### src/rtl/pix_lut_pkg.sv
package pix_lut_pkg;

    typedef enum logic [1:0] {
        SEL_CTL0  = 2'd0,
        SEL_CTL1  = 2'd1,
        SEL_INDEX = 2'd2,
        SEL_VALUE = 2'd3
    } host_sel_e;

    // bit positions inside the two control registers
    localparam int CTL0_VIEW_BIT  = 2;
    localparam int CTL1_LOAD_BIT  = 0;
    localparam int CTL1_BLANK_BIT = 1;

endpackage

### src/rtl/pix_lut_host_regs.sv
module pix_lut_host_regs
    import pix_lut_pkg::*;
#(
    parameter int W = 8
) (
    input  logic         clk,
    input  logic         rst_n,
    input  logic         wr_en,
    input  logic [1:0]   wr_sel,
    input  logic [W-1:0] wr_data,
    output logic         load_en,
    output logic         view_stored,
    output logic         blank,
    output logic [W-1:0] index,
    output logic         tbl_we,
    output logic [W-1:0] tbl_wdata
);

    typedef struct packed {
        logic         view;
        logic         load;
        logic         blank;
        logic [W-1:0] index;
    } regs_t;

    regs_t regs_d, regs_q;
    host_sel_e sel;

    assign sel = host_sel_e'(wr_sel);

    always_comb begin
        regs_d = regs_q;
        if (wr_en) begin
            unique case (sel)
                SEL_CTL0:  regs_d.view = wr_data[CTL0_VIEW_BIT];
                SEL_CTL1: begin
                    regs_d.load  = wr_data[CTL1_LOAD_BIT];
                    regs_d.blank = wr_data[CTL1_BLANK_BIT];
                end
                SEL_INDEX: regs_d.index = wr_data;
                SEL_VALUE: ;
                default:   ;
            endcase
        end
    end

    always_ff @(posedge clk or negedge rst_n) begin
        if (!rst_n) begin
            regs_q <= '0;
        end else begin
            regs_q <= regs_d;
        end
    end

    // both gates are judged on the registered control state
    assign tbl_we      = wr_en && (sel == SEL_VALUE) && regs_q.load && !regs_q.view;
    assign tbl_wdata   = wr_data;
    assign load_en     = regs_q.load;
    assign view_stored = regs_q.view;
    assign blank       = regs_q.blank;
    assign index       = regs_q.index;

endmodule

### src/rtl/pix_lut_store.sv
module pix_lut_store #(
    parameter int W     = 8,
    localparam int DEPTH = 1 << W
) (
    input  logic             clk,
    input  logic             rst_n,
    input  logic             we,
    input  logic [W-1:0]     waddr,
    input  logic [W-1:0]     wdata,
    input  logic [W-1:0]     raddr,
    output logic [W-1:0]     rdata,
    output logic [DEPTH*W-1:0] flat
);

    logic [W-1:0] ent_d [DEPTH];
    logic [W-1:0] ent_q [DEPTH];

    for (genvar i = 0; i < DEPTH; i++) begin : g_ent
        always_comb begin
            ent_d[i] = ent_q[i];
            if (we && (waddr == W'(i))) begin
                ent_d[i] = wdata;
            end
        end

        always_ff @(posedge clk or negedge rst_n) begin
            if (!rst_n) begin
                ent_q[i] <= W'(i);
            end else begin
                ent_q[i] <= ent_d[i];
            end
        end

        assign flat[i*W +: W] = ent_q[i];
    end

    assign rdata = ent_q[raddr];

endmodule

### src/rtl/pix_lut_out_stage.sv
module pix_lut_out_stage #(
    parameter int W = 8
) (
    input  logic         clk,
    input  logic         rst_n,
    input  logic         blank,
    input  logic [W-1:0] mapped,
    output logic [W-1:0] pix_out
);

    logic [W-1:0] pix_d, pix_q;

    always_comb begin
        pix_d = blank ? '0 : mapped;
    end

    always_ff @(posedge clk or negedge rst_n) begin
        if (!rst_n) begin
            pix_q <= '0;
        end else begin
            pix_q <= pix_d;
        end
    end

    assign pix_out = pix_q;

endmodule

### src/rtl/pix_lut_top.sv
module pix_lut_top #(
    parameter int W = 8,
    localparam int DEPTH = 1 << W
) (
    input  logic         clk,
    input  logic         rst_n,
    input  logic         wr_en,
    input  logic [1:0]   wr_sel,
    input  logic [W-1:0] wr_data,
    input  logic [W-1:0] pix_in,
    output logic [W-1:0] pix_out
);

    logic         load_en;
    logic         view_stored;
    logic         blank;
    logic [W-1:0] index;
    logic         tbl_we;
    logic [W-1:0] tbl_wdata;
    logic [W-1:0] rd_val;
    logic [DEPTH*W-1:0] tbl_flat;

    pix_lut_host_regs #(.W(W)) u_regs (
        .clk         (clk),
        .rst_n       (rst_n),
        .wr_en       (wr_en),
        .wr_sel      (wr_sel),
        .wr_data     (wr_data),
        .load_en     (load_en),
        .view_stored (view_stored),
        .blank       (blank),
        .index       (index),
        .tbl_we      (tbl_we),
        .tbl_wdata   (tbl_wdata)
    );

    pix_lut_store #(.W(W)) u_store (
        .clk   (clk),
        .rst_n (rst_n),
        .we    (tbl_we),
        .waddr (index),
        .wdata (tbl_wdata),
        .raddr (pix_in),
        .rdata (rd_val),
        .flat  (tbl_flat)
    );

    pix_lut_out_stage #(.W(W)) u_out (
        .clk     (clk),
        .rst_n   (rst_n),
        .blank   (blank),
        .mapped  (rd_val),
        .pix_out (pix_out)
    );

endmodule

### config.mk
export PLATFORM = sky130hd
export DESIGN_NAME = pix_lut_top
export DESIGN_NICKNAME = d
export VERILOG_FILES = /design/src/rtl/pix_lut_pkg.sv /design/src/rtl/pix_lut_host_regs.sv /design/src/rtl/pix_lut_store.sv /design/src/rtl/pix_lut_out_stage.sv /design/src/rtl/pix_lut_top.sv
export SDC_FILE = /design/constraint.sdc
export NUM_CORES = 2
export LEC_CHECK = 0
export BUFFER_PORTS_ARGS = -buffer_cell sky130_fd_sc_hd__buf_2
export CORE_AREA = 2 2 441 443
export CTS_BUF_LIST = sky130_fd_sc_hd__clkbuf_16
export DETAILED_ROUTE_END_ITERATION = 12
export DIE_AREA = 0 0 443 445
export GPL_TIMING_DRIVEN = 1
export SLEW_MARGIN = 40
export SYNTH_ARGS = -nofsm -noshare
export SYNTH_HDL_FRONTEND = slang
export SYNTH_HIERARCHICAL = 1
export SYNTH_SLANG_ARGS = --single-unit
### constraint.sdc
create_clock -name clk -period 3.2 [get_ports clk]
set_input_delay 0.32 -clock clk [delete_from_list [all_inputs] [get_ports clk]]
set_output_delay 0.32 -clock clk [all_outputs]
set_load 0.02 [all_outputs]
==> reports/metrics.yaml <==
clock_network:
  cts_root_buf: "clkbuf_16"
  cts_buffer_depth: 3
  numCtsBuffers: 219
  cts_tree: "yes"
  htreeDepth: 4
  cts_sinks: 2067
  path_clk_slew_ps: 60
  worstSkewPairLatency_ps: 880
  post-cts-setup-buffers: 0
sta:
  setup_viol: 0
  rsz0062_at_grt: "false"
  hold_viol: 0
  clock.fmax_ghz: 0.327
  tns_ps: 0
  finClkSkew_ps: 35.8
  min_period_over_period: 0.955
  fin_ws_ps: 145
  final_max_slew_viol_count: 0
  maxSlewHeadroom: 0.413
  max_slew.worst_pin.slew_ps: 881
  period_needed_ps: 3050
drt:
  drt_iter0_drc: 4108
  via_per_inst: 6.14
  drc_errors: 0
  dr_total_vias: 55600
  firstDrtPassIters: 6
  drtAntennaViolNets: 0
  routedWlPerCell_um: 30.0
  wl_um: 271000
power:
  p_per_area_mw_per_mm2: 505
  p_leak_nw: 48.3
  ir_drop_v: 0.000512
finish:
  syn2layout_area_growth_pct: 13.3
  final_nets: 6341
  postLayoutCoreUtil: 0.564
  final_layout_size_suffix_gt1_frac: 0.680
  post-route-cell-area_mm2: 0.108
  layoutNonFillerInstCount: 9051
placed_design:
  pre_cts_ws_ps: -663
  dp_hpwl_um: 180000
  place_inst: 8613
  placement.io_buffers: 28
  placed_cell_area_mm2: 0.101
  gp_congestion: 0.870
floorplanning:
  pin_count: 29
  dieHeight_um: 445
  die-area_mm2: 0.197
  row_count: 161
  core_area_mm2: 0.192
  start_util: 0.498
  die_w_um: 443
flow_run:
  drv_cap: 0
setup_path:
  worst_ep_required_time_ps: 3920
  slowest_delay_ps: 590
  setup.worst_path.start_class: "register"
  rr_worst_depth: 9
  cpMostUsedCell: "buf_4"
  endpoint_kind: "register"
  path_max_fanout: 2
  crit_type: "reg -> reg"
  cp_data_arrival_time_ps: 3770
  cp_slowest_cell: "nor3_1"
  cp_cell_sequence: "mux4_2 > a22o_1 > a221oi_1 > buf_4 > o22ai_1 > nor3_1 > buf_4 > and4b_1 > nor2b_1"
yosys:
  synth_nets: 6061
  syn-instance-count: 6040
  ys.flop_type: "dfrtp_1"
  netlist-cell-type-count: 59
  synthArstFlopShare: 1.00
  yosysSeqAreaShare: 0.554
  synth_area_mm2: 0.0956
  syn_area_per_cell_um2: 15.8
  ys_ff_latch: 2067
  synth-edff-count: 0
  ys.warnings.count: 6
min_path:
  hp-class: "in -> reg"
  hold_depth: 2
global_routing:
  met2_usage: 0.422
  grt_overflow: 0
  gr-max-usage-layer: "met2"
  grt_max_degree: 151
  grt_pass1_wl_um: 405000
  grt_pass1_vias: 57800
  grt_usage: 0.277
  use_met1: 0.415
  antenna_found_initial: 18
  grtUsageMet3: 0.0432
run_status:
  status: "completed"
## registers in the layout, summed over array words and instances, names as in the netlist
name	count
u_out/pix_out	8
u_regs/index	8
u_regs/blank	1
u_store/flat	2048
u_regs/load_en	1
u_regs/view_stored	1
## cell type report
cell class | instances | area, um2
sequential | 2067 | 53000
clock buffer | 225 | 5630
inverter | 8 | 30.0
fill | 15200 | 83700
multi-input combinational | 3505 | 40300
clock inverter | 194 | 1200
tap | 2526 | 3160
antenna | 7 | 17.5
timing repair buffer | 519 | 5010
## per-layer routing
layer	routed length, um	vias to the layer above
met5	47	-
met3	14600	341
li1	-	23300
met4	6970	8
met1	126000	30600
met2	124000	1430
## kinds of logic after synthesis
group / count (synthesis) / share of synthesized area
flops: 2067 / 0.554
simple gates: 495 / 0.0239
mux: 2685 / 0.372
buf+inv: 468 / 0.0252
compound gates: 325 / 0.0244
## per-stage QoR
step	hold WS, ps	power [mW]
after floorplan	24.4	29.0
after global placement	248	30.9
after detailed placement	245	30.9
after CTS	44.7	55.3
after global routing	62.9	56.6
final	51.0	54.7
## layout by cell type (no fill, tap or decap), types with 21 or more instances in the layout
master     instances
mux2_2          2068
dfrtp_1         1043
dfstp_2         1024
mux4_2           467
buf_4            401
clkbuf_16        225
nand2_1          163
nor2_1           152
mux2i_1          134
buf_12            79
inv_1             73
clkinv_1          63
a21oi_1           59
a22oi_1           50
nor2_2            48
o221ai_1          46
clkinv_2          37
o22ai_1           34
a221oi_1          33
o21ai_0           31
a22o_1            28
nor2b_1           27
nand3_1           21
## repair_timing
| action | CTS | global route |
|---|---|---|
| hold endpoints to repair | 785 | 9 |
| gates resized for setup | 0 | 1 |
| hold buffers | 9 | 1 |
| setup endpoints to repair | 0 | 1 |
## critical path: cells and delay by family (launching register included)
family / cells / cell delay [ps]
and+or+nand+nor: 3 / 890
AOI/OAI and AO/OA: 3 / 710
muxes: 1 / 510
DFF: 1 / 360
buffers and inverters: 2 / 420
## synth_stat cells (all sizes together), types with 10 or more instances
cell | count | area (um2)
a22oi | 50 | 375
o22ai | 34 | 213
nand2b | 12 | 75.1
nor3 | 19 | 95.1
and2 | 10 | 62.6
mux2 | 2068 | 23300
mux2i | 134 | 1340
nor2b | 30 | 188
buf | 154 | 1230
o221ai | 46 | 403
a22o | 28 | 245
dfstp | 1024 | 26900
clkbuf | 306 | 1150
a211oi | 10 | 75.1
mux4 | 483 | 10900
a21oi | 59 | 295
nor2 | 201 | 862
nand3 | 21 | 105
nand2 | 168 | 631
a221oi | 34 | 304
dfrtp | 1043 | 26100
o21ai | 32 | 160
## path summary, 6_finish.rpt
path	startpoint	to	slack, ps
worst max-delay path	u_store/flat[1980]	u_out/pix_out[4]	150
worst min-delay path	wr_data[2]	u_store/flat[394]	50
worst max register to register	u_store/flat[1980]	u_out/pix_out[4]	150
worst min register to register	u_store/flat[658]	u_store/flat[658]	500
max in group asynchronous	rst_n	u_store/flat[1011]	1980
min in group asynchronous	rst_n	u_store/flat[1471]	240
## power by group
group          internal, mW  total (mW)  switching (mW)
Sequential             26.6        26.9           0.237
Combinational          1.21        3.64            2.42
Clock                  13.5        24.2            10.7
Total                  41.3        54.7            13.4
(Power assumes the default switching activity.)
